**config.mk**
```make
export PLATFORM = sky130hd
export DESIGN_NAME = rxseq_top
export DESIGN_NICKNAME = d
export VERILOG_FILES = /design/src/rtl/rxseq_pkg.sv /design/src/rtl/rxseq_span_cnt.sv /design/src/rtl/rxseq_autorst.sv /design/src/rtl/rxseq_fsm.sv /design/src/rtl/rxseq_top.sv
export SDC_FILE = /design/constraint.sdc
export NUM_CORES = 1
export LEC_CHECK = 0
export ABC_AREA = 1
export ABC_CLOCK_PERIOD_IN_PS = 5200
export BUFFER_PORTS_ARGS = -buffer_cell sky130_fd_sc_hd__buf_2
export CAP_MARGIN = 20
export CORE_ASPECT_RATIO = 1.75
export CORE_UTILIZATION = 60
export DETAILED_ROUTE_END_ITERATION = 8
export PLACE_DENSITY_LB_ADDON = 0.2
export RECOVER_POWER = 50
export SLEW_MARGIN = 20
export SYNTH_ARGS = -nofsm -noshare
export SYNTH_HDL_FRONTEND = slang
export SYNTH_SLANG_ARGS = --single-unit
```
**constraint.sdc**
```tcl
create_clock -name clk -period 5.2 [get_ports clk]
set_clock_uncertainty 0.15 [all_clocks]
set_input_delay 0.52 -clock clk [delete_from_list [all_inputs] [get_ports clk]]
set_output_delay 0.52 -clock clk [all_outputs]
set_load 0.05 [all_outputs]
```
**src/rtl/rxseq_pkg.sv**
```systemverilog
package rxseq_pkg;

    typedef enum logic [2:0] {
        ST_IDLE   = 3'b000,
        ST_TUNE   = 3'b001,
        ST_STBY   = 3'b010,
        ST_PLLCAL = 3'b011,
        ST_RX     = 3'b100,
        ST_LOAD   = 3'b101
    } seq_state_e;

    typedef enum logic [1:0] {
        CMD_NONE = 2'd0,
        CMD_STBY = 2'd1,
        CMD_RX   = 2'd2
    } cmd_kind_e;

    localparam logic [3:0] OP_STBY = 4'b0010;
    localparam logic [3:0] OP_RX   = 4'b1000;

    typedef struct packed {
        logic xtal;
        logic ldo;
        logic lfosc;
        logic pll;
        logic demod;
        logic load;
    } blk_en_t;

    function automatic int unsigned max2(input int unsigned a, input int unsigned b);
        return (a > b) ? a : b;
    endfunction

    function automatic cmd_kind_e decode_cmd(input logic vld, input logic [3:0] op);
        if (!vld)          return CMD_NONE;
        if (op == OP_STBY) return CMD_STBY;
        if (op == OP_RX)   return CMD_RX;
        return CMD_NONE;
    endfunction

    function automatic blk_en_t enables_of(input seq_state_e s);
        blk_en_t e;
        e = '{xtal: 1'b1, ldo: 1'b1, lfosc: 1'b1, pll: 1'b0, demod: 1'b0, load: 1'b0};
        case (s)
            ST_LOAD:   e.load  = 1'b1;
            ST_TUNE:   e.pll   = 1'b1;
            ST_PLLCAL: e.pll   = 1'b1;
            ST_RX: begin
                e.pll   = 1'b1;
                e.demod = 1'b1;
            end
            default: ;
        endcase
        return e;
    endfunction

endpackage

```
**src/rtl/rxseq_span_cnt.sv**
```systemverilog
module rxseq_span_cnt #(
    parameter int unsigned W = 8
) (
    input  logic         clk,
    input  logic         rst,
    input  logic         clr_i,
    input  logic         tick_i,
    output logic [W-1:0] cnt_o
);

    logic [W-1:0] cnt_q;

    always_ff @(posedge clk) begin
        if (rst || clr_i)
            cnt_q <= '0;
        else if (tick_i && (cnt_q != {W{1'b1}}))
            cnt_q <= cnt_q + 1'b1;
    end

    assign cnt_o = cnt_q;

    // a clear request always lands at zero
    a_r2_clear_zero: assert property (@(posedge clk) disable iff (rst)
        clr_i |=> (cnt_o == '0));

endmodule

```
**src/rtl/rxseq_autorst.sv**
```systemverilog
module rxseq_autorst #(
    parameter int unsigned FIRST_AR_TICKS = 128000,
    parameter int unsigned NEXT_AR_TICKS  = 537600
) (
    input  logic clk,
    input  logic rst,
    input  logic lf_tick_i,
    input  logic dis_i,
    input  logic soft_i,
    output logic fire_o
);
    import rxseq_pkg::*;

    localparam int unsigned AW = $clog2(max2(FIRST_AR_TICKS, NEXT_AR_TICKS) + 1);
    localparam logic [AW-1:0] LAST_FIRST = AW'(FIRST_AR_TICKS - 1);
    localparam logic [AW-1:0] LAST_NEXT  = AW'(NEXT_AR_TICKS - 1);

    logic [AW-1:0] cnt;
    logic          first_done_q;
    logic [AW-1:0] last;
    logic          fire;

    assign last = first_done_q ? LAST_NEXT : LAST_FIRST;
    assign fire = lf_tick_i && !dis_i && (cnt == last);

    rxseq_span_cnt #(.W(AW)) u_cnt (
        .clk   (clk),
        .rst   (rst),
        .clr_i (dis_i || soft_i || fire),
        .tick_i(lf_tick_i),
        .cnt_o (cnt)
    );

    always_ff @(posedge clk) begin
        if (rst)
            first_done_q <= 1'b0;
        else if (fire)
            first_done_q <= 1'b1;
    end

    assign fire_o = fire;

    // each firing restarts the interval
    a_r7_fire_restarts: assert property (@(posedge clk) disable iff (rst)
        fire_o |=> (cnt == '0));

    // a disabled watchdog keeps its count at zero
    a_r8_off_holds_zero: assert property (@(posedge clk) disable iff (rst)
        dis_i |=> (cnt == '0));

    // a soft reset restarts the count
    a_r8_soft_restarts: assert property (@(posedge clk) disable iff (rst)
        soft_i |=> (cnt == '0));

endmodule

```
**src/rtl/rxseq_fsm.sv**
```systemverilog
module rxseq_fsm #(
    parameter int unsigned SETTLE_TICKS = 80,
    parameter int unsigned LOAD_TICKS   = 8,
    parameter int unsigned TUNE_TICKS   = 24,
    parameter int unsigned PLLCAL_TICKS = 8
) (
    input  logic                   clk,
    input  logic                   rst,
    input  logic                   soft_i,
    input  logic                   ar_fire_i,
    input  logic                   cmd_valid_i,
    input  logic [3:0]             cmd_i,
    input  logic                   cfg_keep_i,
    input  logic                   lf_tick_i,
    output rxseq_pkg::seq_state_e  state_o
);
    import rxseq_pkg::*;

    localparam int unsigned DMAX = max2(max2(SETTLE_TICKS, LOAD_TICKS),
                                        max2(TUNE_TICKS, PLLCAL_TICKS));
    localparam int unsigned DW = $clog2(DMAX + 1);
    localparam logic [DW-1:0] END_SETTLE = DW'(SETTLE_TICKS - 1);
    localparam logic [DW-1:0] END_LOAD   = DW'(LOAD_TICKS - 1);
    localparam logic [DW-1:0] END_TUNE   = DW'(TUNE_TICKS - 1);
    localparam logic [DW-1:0] END_PLLCAL = DW'(PLLCAL_TICKS - 1);

    seq_state_e    state_q, state_d;
    logic          warm_q;
    logic [DW-1:0] dwell;
    logic [DW-1:0] dwell_end;
    logic          dwell_done;
    logic          restart;
    cmd_kind_e     cmd_kind;

    assign restart  = soft_i || ar_fire_i;
    assign cmd_kind = decode_cmd(cmd_valid_i, cmd_i);

    always_comb begin
        case (state_q)
            ST_IDLE:   dwell_end = END_SETTLE;
            ST_LOAD:   dwell_end = END_LOAD;
            ST_TUNE:   dwell_end = END_TUNE;
            ST_PLLCAL: dwell_end = END_PLLCAL;
            default:   dwell_end = '0;
        endcase
    end

    assign dwell_done = lf_tick_i && (dwell == dwell_end);

    always_comb begin
        state_d = state_q;
        if (restart) begin
            state_d = ST_IDLE;
        end else begin
            case (state_q)
                ST_IDLE:
                    if (dwell_done)
                        state_d = (warm_q && cfg_keep_i) ? ST_TUNE : ST_LOAD;
                ST_LOAD:
                    if (dwell_done) state_d = ST_TUNE;
                ST_TUNE:
                    if (dwell_done) state_d = ST_RX;
                ST_PLLCAL:
                    if (dwell_done) state_d = ST_RX;
                ST_RX:
                    if (cmd_kind == CMD_STBY) state_d = ST_STBY;
                ST_STBY:
                    if (cmd_kind == CMD_RX) state_d = ST_PLLCAL;
                default:
                    state_d = ST_IDLE;
            endcase
        end
    end

    rxseq_span_cnt #(.W(DW)) u_dwell (
        .clk   (clk),
        .rst   (rst),
        .clr_i (restart || (state_d != state_q)),
        .tick_i(lf_tick_i),
        .cnt_o (dwell)
    );

    always_ff @(posedge clk) begin
        if (rst) begin
            state_q <= ST_IDLE;
            warm_q  <= 1'b0;
        end else begin
            state_q <= state_d;
            if (restart)
                warm_q <= 1'b1;
        end
    end

    assign state_o = state_q;

    // soft reset reaches idle on the next clock
    a_r5_soft_to_idle: assert property (@(posedge clk) disable iff (rst)
        soft_i |=> (state_q == ST_IDLE));

    // receive holds unless a standby command or a reset arrives
    a_r4_rx_holds: assert property (@(posedge clk) disable iff (rst)
        (state_q == ST_RX && !(cmd_valid_i && cmd_i == OP_STBY) && !restart)
        |=> (state_q == ST_RX));

    // receive is entered only after tune or synthesizer calibration
    a_r3_rx_via_cal: assert property (@(posedge clk) disable iff (rst)
        (state_q == ST_RX && $past(state_q) != ST_RX)
        |-> ($past(state_q) == ST_TUNE || $past(state_q) == ST_PLLCAL));

    // idle goes straight to tune only on a warm reset with keep set
    a_r6_skip_needs_warm: assert property (@(posedge clk) disable iff (rst)
        (state_q == ST_TUNE && $past(state_q) == ST_IDLE)
        |-> $past(warm_q && cfg_keep_i));

    // standby is reached only from receive
    a_r1_stby_from_rx: assert property (@(posedge clk) disable iff (rst)
        (state_q == ST_STBY && $past(state_q) != ST_STBY)
        |-> ($past(state_q) == ST_RX));

endmodule

```
**src/rtl/rxseq_top.sv**
```systemverilog
module rxseq_top #(
    parameter int unsigned SETTLE_TICKS   = 80,
    parameter int unsigned LOAD_TICKS     = 8,
    parameter int unsigned TUNE_TICKS     = 24,
    parameter int unsigned PLLCAL_TICKS   = 8,
    parameter int unsigned FIRST_AR_TICKS = 128000,
    parameter int unsigned NEXT_AR_TICKS  = 537600
) (
    input  logic       clk,
    input  logic       rst,
    input  logic       soft_rst_i,
    input  logic       cmd_valid_i,
    input  logic [3:0] cmd_i,
    input  logic       auto_rst_dis_i,
    input  logic       cfg_keep_i,
    input  logic       lf_tick_i,
    output logic [2:0] state_code_o,
    output logic       xtal_en_o,
    output logic       ldo_en_o,
    output logic       lfosc_en_o,
    output logic       pll_en_o,
    output logic       demod_en_o,
    output logic       cfg_load_o
);
    import rxseq_pkg::*;

    logic       ar_fire;
    seq_state_e state;
    blk_en_t    en;

    rxseq_autorst #(
        .FIRST_AR_TICKS(FIRST_AR_TICKS),
        .NEXT_AR_TICKS (NEXT_AR_TICKS)
    ) u_autorst (
        .clk      (clk),
        .rst      (rst),
        .lf_tick_i(lf_tick_i),
        .dis_i    (auto_rst_dis_i),
        .soft_i   (soft_rst_i),
        .fire_o   (ar_fire)
    );

    rxseq_fsm #(
        .SETTLE_TICKS(SETTLE_TICKS),
        .LOAD_TICKS  (LOAD_TICKS),
        .TUNE_TICKS  (TUNE_TICKS),
        .PLLCAL_TICKS(PLLCAL_TICKS)
    ) u_fsm (
        .clk        (clk),
        .rst        (rst),
        .soft_i     (soft_rst_i),
        .ar_fire_i  (ar_fire),
        .cmd_valid_i(cmd_valid_i),
        .cmd_i      (cmd_i),
        .cfg_keep_i (cfg_keep_i),
        .lf_tick_i  (lf_tick_i),
        .state_o    (state)
    );

    assign en           = enables_of(state);
    assign state_code_o = state;
    assign xtal_en_o    = en.xtal;
    assign ldo_en_o     = en.ldo;
    assign lfosc_en_o   = en.lfosc;
    assign pll_en_o     = en.pll;
    assign demod_en_o   = en.demod;
    assign cfg_load_o   = en.load;

    // the demodulator runs only while receive is reported
    a_r9_demod_only_rx: assert property (@(posedge clk) disable iff (rst)
        demod_en_o |-> (state_code_o == 3'b100));

    // unused codes never show
    a_r1_code_legal: assert property (@(posedge clk) disable iff (rst)
        state_code_o[2:1] != 2'b11);

endmodule

```
Word-level counts from Yosys, hierarchy flattened:

Cells that the tools add are included.

* flip-flop bits (word level): 32
* word-level logic and storage cells: 62
* input port bits: 11

* reductions and logical operators: 17
* add/sub/neg operators: 2
* equal/unequal tests: 14
* mux-type cells: 24

Operator list (number)
* $mux W3: 7
* $pmux W7 S3: 1
* $add A20 B1 Y20 const B: 1
* $eq A20 B20 Y1: 1
* $mux W20: 1
* $ne A20 B20 Y1 const B: 1
* $pmux W3 S5: 1
* $mux W2: 6
* $mux W1: 8
* $add A7 B1 Y7 const B: 1
* $eq A7 B7 Y1: 1
* $ne A7 B7 Y1 const B: 1
* $eq A3 B2 Y1 const B: 2
* $eq A3 B3 Y1 const B: 2
* $logic_and A1 B1 Y1: 6
* $logic_or A1 B1 Y1: 6
* $eq A4 B2 Y1 const B: 1
* $eq A4 B4 Y1 const B: 1
* $reduce_or A2 Y1: 2
* $eq A3 B1 Y1 const B: 1
* $logic_not A3 Y1: 1
* $ne A3 B3 Y1: 1
* $reduce_or A3 Y1: 1
* $eq A2 B1 Y1 const B: 1
* other kinds (2): 2

Depth between registers and ports, before layout:

Gate-level depths: netlist of run 1.

* depth in word-level cells: 15
* mapped depth: 16

Modules after synthesis:

A second synthesis of run 1 with hierarchy kept.

* cells, all modules: 396
* area, all modules: 2326.0 um^2

Modules (own cells, without submodules)
* rxseq_span_cnt at u_autorst.u_cnt: sequential area each 400.4 um^2, area an instance 1179.9 um^2, times used 1, cells an instance 193
* rxseq_fsm: sequential area each 80.1 um^2, area an instance 470.5 um^2, times used 1, cells an instance 84
* rxseq_span_cnt at u_fsm.u_dwell: sequential area each 140.1 um^2, area an instance 389.1 um^2, times used 1, cells an instance 59
* rxseq_autorst: sequential area each 20.0 um^2, area an instance 226.5 um^2, times used 1, cells an instance 47
* rxseq_top: sequential area each 0.0 um^2, area an instance 60.1 um^2, times used 1, cells an instance 13

Worst setup path before layout of run 1:

OpenSTA, ideal clock, no wires.

* path kind: register to register
* start: register u_fsm.state_q[2], in the netlist u_fsm.state_o[2]
* end: register u_fsm.u_dwell.cnt_q[0], in the netlist u_fsm.u_dwell.cnt_o[0]
* clock period less this slack: 3.058 ns
* setup slack: 2.142 ns
* cell stages (with the launch flop): 11
* data required time: 4.985 ns
* data arrival time: 2.844 ns
* buffers on the path: 0
* cells stage by stage: dfxtp_1 -> inv_2 -> nor3_1 -> a41oi_1 -> nand3_2 -> nand2_1 -> nand2_1 -> nand2_1 -> nor2_1 -> nand2_2 -> nor2_1

* cells in the longest elaborated chain, start to end: 11
* elaborated cells between the ends (all ways): 21
* those cells by class: eq/ne: 7; mux: 8; reduce/logical: 6

Ends and longest elaborated chain
* from (decl): RTL line rxseq_fsm.sv:27 `seq_state_e state_q, state_d;`
* from (signal assigned): RTL line rxseq_fsm.sv:88 `state_q <= state_d;`
* $eq A3 B3 Y1 or $eq A3 B2 Y1 (tied branches): RTL line rxseq_fsm.sv:39, rxseq_fsm.sv:55
* $reduce_or A2 Y1 (no source line)
* $pmux W7 S3: RTL line rxseq_fsm.sv:39 `case (state_q)`
* $eq A7 B7 Y1: RTL line rxseq_fsm.sv:48 `assign dwell_done = lf_tick_i && (dwell == dwell_end);`
* $logic_and A1 B1 Y1: RTL line rxseq_fsm.sv:48
* $mux W3, on equally long branches
* $pmux W3 S5: RTL line rxseq_fsm.sv:55 `case (state_q)`
* $mux W3: RTL line rxseq_fsm.sv:52 `if (restart) begin`
* $ne A3 B3 Y1 (*): RTL line rxseq_fsm.sv:78 `.clr_i (restart || (state_d != state_q)),`
* $logic_or A1 B1 Y1 (*): RTL line rxseq_fsm.sv:78
* $logic_or A1 B1 Y1 (*): RTL line rxseq_span_cnt.sv:14 `if (rst || clr_i)`
* to (signal assigned): RTL line rxseq_span_cnt.sv:17 `cnt_q <= cnt_q + 1'b1;`
* to (decl): RTL line rxseq_span_cnt.sv:11 `logic [W-1:0] cnt_q;`

Every way passes the cells marked *; elsewhere a longest branch is shown, timed or not.
A chain may end at the register's enable or synchronous reset.

Worst setup path after layout of run 1:

* start: register u_autorst.u_cnt.cnt_q[0], in the netlist u_autorst.u_cnt.cnt_o[0]
* end: register u_autorst.u_cnt.cnt_q[5], in the netlist u_autorst.u_cnt.cnt_o[5]

* cells in the longest elaborated chain, start to end: 4
* elaborated cells between the ends (all ways): 7
* those cells by class: add/sub: 1; eq/ne: 2; reduce/logical: 4

Ends and longest elaborated chain (RTL line)
* from (decl): rxseq_span_cnt.sv:11
* from (signal assigned): rxseq_span_cnt.sv:17
* branches (longest 4 deep; another with $add A20 B1 Y20)

Parallel ways; which one is timed is not known.

==> results of run 1 <==
Yosys cell counts, drive strengths merged:
cell type,n,share of area
a21o,1,0.0039
a21oi,19,0.051
a31oi,1,0.0033
a41oi,1,0.0046
and3,1,0.0033
buf,6,0.026
conb,1,0.0019
dfxtp,32,0.33
ha,2,0.013
inv,50,0.098
mux2i,1,0.0052
nand2,58,0.12
nand3,18,0.052
nand3b,1,0.0039
nand4,7,0.023
nor2,37,0.079
nor3,17,0.049
nor3b,2,0.0078
nor4,4,0.029
o21a,2,0.0078
o21ai,13,0.034
o21bai,1,0.0039
or2,1,0.0046
xnor2,2,0.0091
xor2,8,0.036
through the flow:
stage	cells	hold WS (ns)
final	348	0.3268
after global routing	348	0.3456
after CTS	348	0.3219
after detailed placement	340	0.3130
after global placement	340	0.3123
after floorplan	288	0.2834
worst paths after layout:
kind | endpoint | from | depth (start not counted)
max | u_autorst.u_cnt.cnt_o[5] | u_autorst.u_cnt.cnt_o[0] | 11
min | u_fsm.state_o[1] | rst | 2
max reg2reg | u_autorst.u_cnt.cnt_o[5] | u_autorst.u_cnt.cnt_o[0] | 11
min reg2reg | u_autorst.first_done_q | u_autorst.first_done_q | 2
worst max-delay path, delay by kind of cell (launching register included):
family                     cells  cell delay, ns
AOI/OAI and AO/OA              2            0.34
adders and majority gates      1            0.24
buffers and inverters          1            0.28
DFF                            1            0.35
and+or+nand+nor                7            1.38
final cells by class:
cell class,count,share of cell area
multi-input combinational,200,0.4973
sequential,32,0.3031
inverter,50,0.08881
timing repair buffer,16,0.03493
clock buffer,6,0.03434
tap,42,0.02487
clock inverter,2,0.01658
cells in the final DEF (no fill, tap or decap):
| cell type | synthesis | routed |
|---|---|---|
| o21bai_1 | 1 | 1 |
| a41oi_1 | 1 | 1 |
| o21a_1 | 2 | 2 |
| a31oi_1 | 1 | 1 |
| nor4_4 | 2 | 2 |
| inv_2 | 8 | 7 |
| conb_1 | 1 | 3 |
| nor2_2 | 5 | 5 |
| ha_1 | 2 | 2 |
| and3_1 | 1 | 1 |
| clkinv_2 | 0 | 1 |
| inv_1 | 42 | 43 |
| nor4_1 | 2 | 2 |
| nor3b_1 | 2 | 2 |
| xnor2_1 | 2 | 2 |
| nor2_1 | 32 | 32 |
| clkbuf_8 | 0 | 5 |
| a21oi_1 | 18 | 18 |
| nor3_1 | 15 | 15 |
| nand2_2 | 4 | 3 |
| or2_4 | 1 | 1 |
| dfxtp_1 | 32 | 32 |
| clkbuf_1 | 0 | 6 |
| a21oi_2 | 1 | 1 |
| nand4_1 | 7 | 7 |
| a21o_1 | 1 | 1 |
| nand3b_1 | 1 | 1 |
| o21ai_0 | 11 | 11 |
| nor3_2 | 2 | 2 |
| nand2_1 | 54 | 55 |
| nand3_2 | 2 | 2 |
| bufinv_16 | 0 | 1 |
| o21ai_1 | 2 | 2 |
| buf_2 | 1 | 11 |
| mux2i_1 | 1 | 1 |
| xor2_1 | 8 | 8 |
| nand3_1 | 16 | 16 |
sequential cells by signal (all words and copies together) (netlist names):
signal and cells:
u_fsm.u_dwell.cnt_o 7, u_autorst.first_done_q 1, u_fsm.state_o 3, u_fsm.warm_q 1, u_autorst.u_cnt.cnt_o 20
power breakdown:
| part | leakage, nW | internal (mW) | switching [mW] | total (mW) |
|---|---|---|---|---|
| logic | 0.540 | 0.00715 | 0.0188 | 0.0260 |
| clock network | 0.0552 | 0.142 | 0.0945 | 0.237 |
| registers | 0.258 | 0.247 | 0.00140 | 0.248 |
| total | 0.854 | 0.396 | 0.115 | 0.511 |
cells by family after synthesis:
logic type	synth area share
multiplexers	0.005202
other	0.001949
AND/OR/NAND/NOR	0.3693
buffers and inverters	0.1235
AO/OA/AOI/OAI	0.1086
adder cells (fa/ha/maj)	0.01300
XOR/XNOR	0.04552
flip-flops	0.3329
layer usage:
layer,wire (µm),global-route usage,vias up
li1,-,-,950
met1,1562,0.2459,821
met2,2183,0.4794,48
met3,137,0.05412,15
met4,161,0.1576,0
met5,0,0,-
==> qor.csv, run 1 <==
stage;metric;value;unit
critical_path;r2r_slack;2.40;ns
layout;antennaDiodeCount;0;
place;place_ws;2.459;ns
timing;rsz0062_at_grt;no;
timing;fin_crit_sh;0.5375;
run;drv_cap;0;
detailed_routing;drtIter0Drc;47;
global_routing;grt_overflow;0;
timing;fin_setup_tns;0;ns
critical_path;cp_cell_sequence;ha_1, nand3_1, nor2_1, nand2_1, nor2_1, nand4_1, nand2_1, nor3_1, inv_2, a21oi_1, o21a_1;
global_routing;grt_max_degree;12;
detailed_routing;post_drt_wl_per_cell;11.63;µm
timing;setup_viol;0;
clocking;hold_buffers;0;
timing;period_needed;2.795;ns
outcome;status;complete, no violations;
place;placed_area;2014;µm²
critical_path;crit_type;register to register;
floorplanning;rows;26;
critical_path;slowest_delay;0.85;ns
critical_path;worstPathMaxFanout;11;
clocking;h-tree-depth;2;
layout;fill_cells;288;
layout;nets;318;
synth;netlist_area;1924;µm²
pwr;power_density;241.6;nW/µm²
global_routing;grt_pass1_wl;6.755;mm
timing;worst_pin_slew;1.100;ns
pwr;p_leak;0.8537;nW
clocking;clk_path_buf_depth;2;
floorplanning;core;2993;µm²
layout;syn_to_final_growth;9.818;%
floorplanning;die_area;3447;µm²
synth;synth.yosys.warnings;0;
pwr;vdd_drop_max;0.1805;mV
pwr;power.total;0.5105;mW
critical_path;cp.required;5.29;ns
timing;fmax;0.3578;GHz
clocking;postCtsSetupRepairBufs;0;
synth;yosysSeqAreaShare;0.3329;
synth;syn_inst;286;
detailed_routing;postRouteAntennaNets;0;
global_routing;antenna_found_initial;0;
detailed_routing;dr.pass1.iters;4;
hold_path;hold_class;primary input to register;
critical_path;crit_slowest_cell;nor3_1;
clocking;clockRootBuffer;clkbuf_8;
clocking;cts_tree;yes;
timing;drv_slew;0;
place;portBuffers;16;
clocking;cts_buffers;5;
global_routing;grt_pass1_vias;1751;
clocking;cts_sinks;32;
timing;finalHoldViolations;0;
clocking;post_cts_resized;0;
clocking;clk_pin_slew;0.07;ns
critical_path;start_kind;register;
critical_path;end_kind;register;
place;dp.final_hpwl;3.055;mm
floorplanning;start_util;0.6430;
timing;relSlewSlack;0.2610;
synth;ys_seq_elements;32;
global_routing;grt_use_total;0.2619;
timing;final.setup.worst_slack;2.405;ns
floorplanning;io-pin-count;20;
layout;drive_gt1_frac;0.1340;
floorplanning;die_height;76.92;µm
layout;post-route-util;0.7061;
clocking;clk-insertion-delay-late;0.29;ns
synth;yosysUniqueCellTypes;35;
floorplanning;chipWidth;44.81;µm
detailed_routing;viasPerCell;5.270;
detailed_routing;finalWirelength;4.046;mm
detailed_routing;vias;1834;
layout;design_area;2113;µm²
layout;multi_input_comb_area;1051;µm²
layout;regArea;640.6;µm²
place;gp_congestion;0.8472;
detailed_routing;drc;0;
synth;syn_avg_cell_area;6.728;µm²
critical_path;critical_path_arrival;2.88;ns
Note: power is estimated with default switching activity, not from simulation.
==> run 2: changes to the inputs <==
--- a/config.mk
+++ b/config.mk
@@ -6,11 +6,11 @@
 export NUM_CORES = 1
 export LEC_CHECK = 0
 export ABC_AREA = 1
-export ABC_CLOCK_PERIOD_IN_PS = 5200
+export ABC_CLOCK_PERIOD_IN_PS = 2400
 export BUFFER_PORTS_ARGS = -buffer_cell sky130_fd_sc_hd__buf_2
 export CAP_MARGIN = 20
 export CORE_ASPECT_RATIO = 1.75
-export CORE_UTILIZATION = 60
+export CORE_UTILIZATION = 52
 export DETAILED_ROUTE_END_ITERATION = 8
 export PLACE_DENSITY_LB_ADDON = 0.2
 export RECOVER_POWER = 50
==> constraint.sdc (replaced) <==
create_clock -name clk -period 2.4 [get_ports clk]
set_clock_uncertainty 0.15 [all_clocks]
set_input_delay 0.24 -clock clk [delete_from_list [all_inputs] [get_ports clk]]
set_output_delay 0.24 -clock clk [all_outputs]
set_load 0.05 [all_outputs]
==> run 2 against run 1 <==
Net effect:
- power increased by 130%
- register-to-register slack got worse by 2.1 ns
- first-iteration DRC count down 45%
- count of clock-buffer cells in the layout grew 1
- largest cell class unchanged
==> qor.csv, run 2 (same netlist as run 1, synthesis figures left out) <==
stage;metric;value;unit;change
layout;design_area;2185;µm²;+3.4%
critical_path;critPathLaunch;u_autorst.u_cnt.cnt_o[0];;
detailed_routing;postRouteAntennaNets;0;;unchanged
pwr;vdd_drop_max;0.3970;mV;+120%
timing;fin_crit_sh;0.8819;;+0.3444
detailed_routing;vias;1796;;-2.1%
global_routing;grt_pass1_wl;6.831;mm;+1.1%
layout;fin_cells;355;;+2.0%
place;placed_area;2064;µm²;+2.5%
layout;multi_input_comb_area;1075;µm²;+2.3%
timing;fmax;0.4725;GHz;+32%
floorplanning;chipWidth;47.99;µm;+7.1%
timing;relSlewSlack;0.6028;;+0.3418
layout;syn_to_final_growth;13.52;%;
floorplanning;io-pin-count;20;;unchanged
place;portBuffers;16;;unchanged
place;place_ws;0.2388;ns;-2.220 ns
detailed_routing;finalWirelength;4.225;mm;+4.4%
timing;period_needed;2.117;ns;-0.6786 ns
layout;post-route-util;0.6299;;-0.07623
critical_path;r2r-end;u_autorst.u_cnt.cnt_o[14];;
global_routing;antenna_found_initial;0;;unchanged
detailed_routing;drtIter0Drc;26;;-45%
run;drv_cap;0;;unchanged
timing;rsz0062_at_grt;no;;
clocking;cts_sinks;32;;unchanged
floorplanning;die_area;3958;µm²;+15%
clocking;clk_pin_slew;0.07;ns;about the same
clocking;clockRootBuffer;clkbuf_8;;
clocking;postCtsSetupRepairBufs;0;;unchanged
detailed_routing;post_drt_wl_per_cell;11.90;µm;+2.4%
hold_path;hold_class;primary input to register;;
critical_path;cp.required;2.42;ns;-2.87 ns
clocking;clk_path_buf_depth;2;;unchanged
detailed_routing;viasPerCell;5.059;;-4.0%
timing;drv_slew;0;;unchanged
timing;worst_pin_slew;0.5984;ns;-0.5016 ns
global_routing;grt_max_degree;12;;unchanged
layout;fill_cells;345;;+20%
critical_path;worstPathMaxFanout;11;;unchanged
clocking;cts_buffers;5;;unchanged
timing;finalHoldViolations;0;;unchanged
layout;antennaDiodeCount;0;;unchanged
critical_path;r2r_cells;14;;+3
floorplanning;start_util;0.5548;;-0.08814
pwr;power_density;534.2;nW/µm²;+120%
layout;drive_gt1_frac;0.1484;;+0.01440
layout;layout_commonest_cell;nand2_1;;
layout;largest_reg_flops;20;;unchanged
layout;regArea;640.6;µm²;unchanged
critical_path;endpoint;u_autorst.u_cnt.cnt_o[14];;
floorplanning;die_height;82.48;µm;+7.2%
layout;final_cell_mix;nand2_1 (54), inv_1 (43), nor2_1 (32), dfxtp_1 (32), a21oi_1 (18);;
floorplanning;core;3468;µm²;+16%
clocking;clk-insertion-delay-late;0.29;ns;about the same
pwr;p_leak;0.8775;nW;+2.8%
floorplanning;rows;28;;+7.7%
critical_path;r2r-start;u_autorst.u_cnt.cnt_o[0];;
layout;nets;322;;+1.3%
timing;fin_setup_tns;0;ns;unchanged
critical_path;crit_type;register to register;;
detailed_routing;dr.pass1.iters;4;;unchanged
place;placed_cells;347;;+2.1%
timing;final.setup.worst_slack;0.2835;ns;-2.121 ns
pwr;power.total;1.167;mW;+130%
global_routing;grt_pass1_vias;1692;;-3.4%
detailed_routing;drc;0;;unchanged
critical_path;r2r_slack;0.28;ns;-2.12 ns
place;dp.final_hpwl;3.432;mm;+12%
place;gp_congestion;0.9334;;+10%
critical_path;start_kind;register;;
timing;hold_slack;0.05000;ns;-0.2768 ns
global_routing;grt_overflow;0;;unchanged
outcome;status;complete, no violations;;
clocking;cts_tree;yes;;
clocking;h-tree-depth;2;;unchanged
global_routing;grt_use_total;0.2486;;-0.01325
critical_path;end_kind;register;;
critical_path;critical_path_arrival;2.14;ns;-0.74 ns
timing;setup_viol;0;;unchanged
-- run 2: changes by cell type in the layout (fill, tap and decap cells not counted) --
cell	previous run	this run
nor2_4	0	1
buf_4	0	3
nor3_4	0	1
buf_2	11	10
clkbuf_8	5	7
clkinv_2	1	0
nor3_1	15	14
nand2_4	0	1
nand2_1	55	54
clkbuf_1	6	7
nor2_2	5	4
-- run 2: how the worst min path moves through the flow --
| stage | start | to | slack (ns) | cells past startpoint |
|---|---|---|---|---|
| 2_1_floorplan | rst | u_autorst.first_done_q | 0.16 | 1 |
| 3_3_place_gp | u_fsm.warm_q | u_fsm.warm_q | 0.30 | 2 |
| 3_5_place_dp | u_fsm.warm_q | u_fsm.warm_q | 0.31 | 2 |
| 4_1_cts | rst | u_autorst.first_done_q | 0.05 | 2 |
| 5_1_grt | rst | u_fsm.state_o[2] | 0.06 | 2 |
| 6_report | rst | u_autorst.first_done_q | 0.05 | 2 |
-- run 2: timing repair --
action	in CTS	in global routing
hold buffers	0	0
setup endpoints to repair	0	1
hold endpoints to repair	0	0
gates resized for setup	0	1
-- run 2: layout make-up --
cell class,count,share of cell area
inverters,50,0.08591
flip-flops and latches,32,0.2932
clock buffers,7,0.04410
well taps,45,0.02577
clock inverters,1,0.01375
repair buffers,20,0.04525
multi-input cells,200,0.4920
-- run 2: critical path, stage by stage (launching register included) --
cell and delay, ns:
dfxtp_1 0.39, ha_1 0.21, nand3_1 0.10, nor2_1 0.09, nand2_1 0.07, nor2_1 0.16
nand2_1 0.12, nand2_4 0.15, inv_2 0.09, nand2_1 0.13, inv_2 0.06, nand2_1 0.06
inv_1 0.04, o21ai_0 0.13, a21oi_1 0.06
-- run 2: layer usage --
metal / GRT usage / share of wire / routed length [µm]
met1: 0.2092 / 0.36 / 1540
met2: 0.4851 / 0.58 / 2434
met3: 0.04783 / 0.020 / 85
met4: 0.1417 / 0.039 / 163
met5: 0 / 0 / 0
-- run 2: where the power goes --
group          internal [mW]  switching (mW)  leakage (nW)
Sequential             0.534         0.00275         0.258
Combinational         0.0171          0.0409         0.555
Clock                  0.366           0.206        0.0645
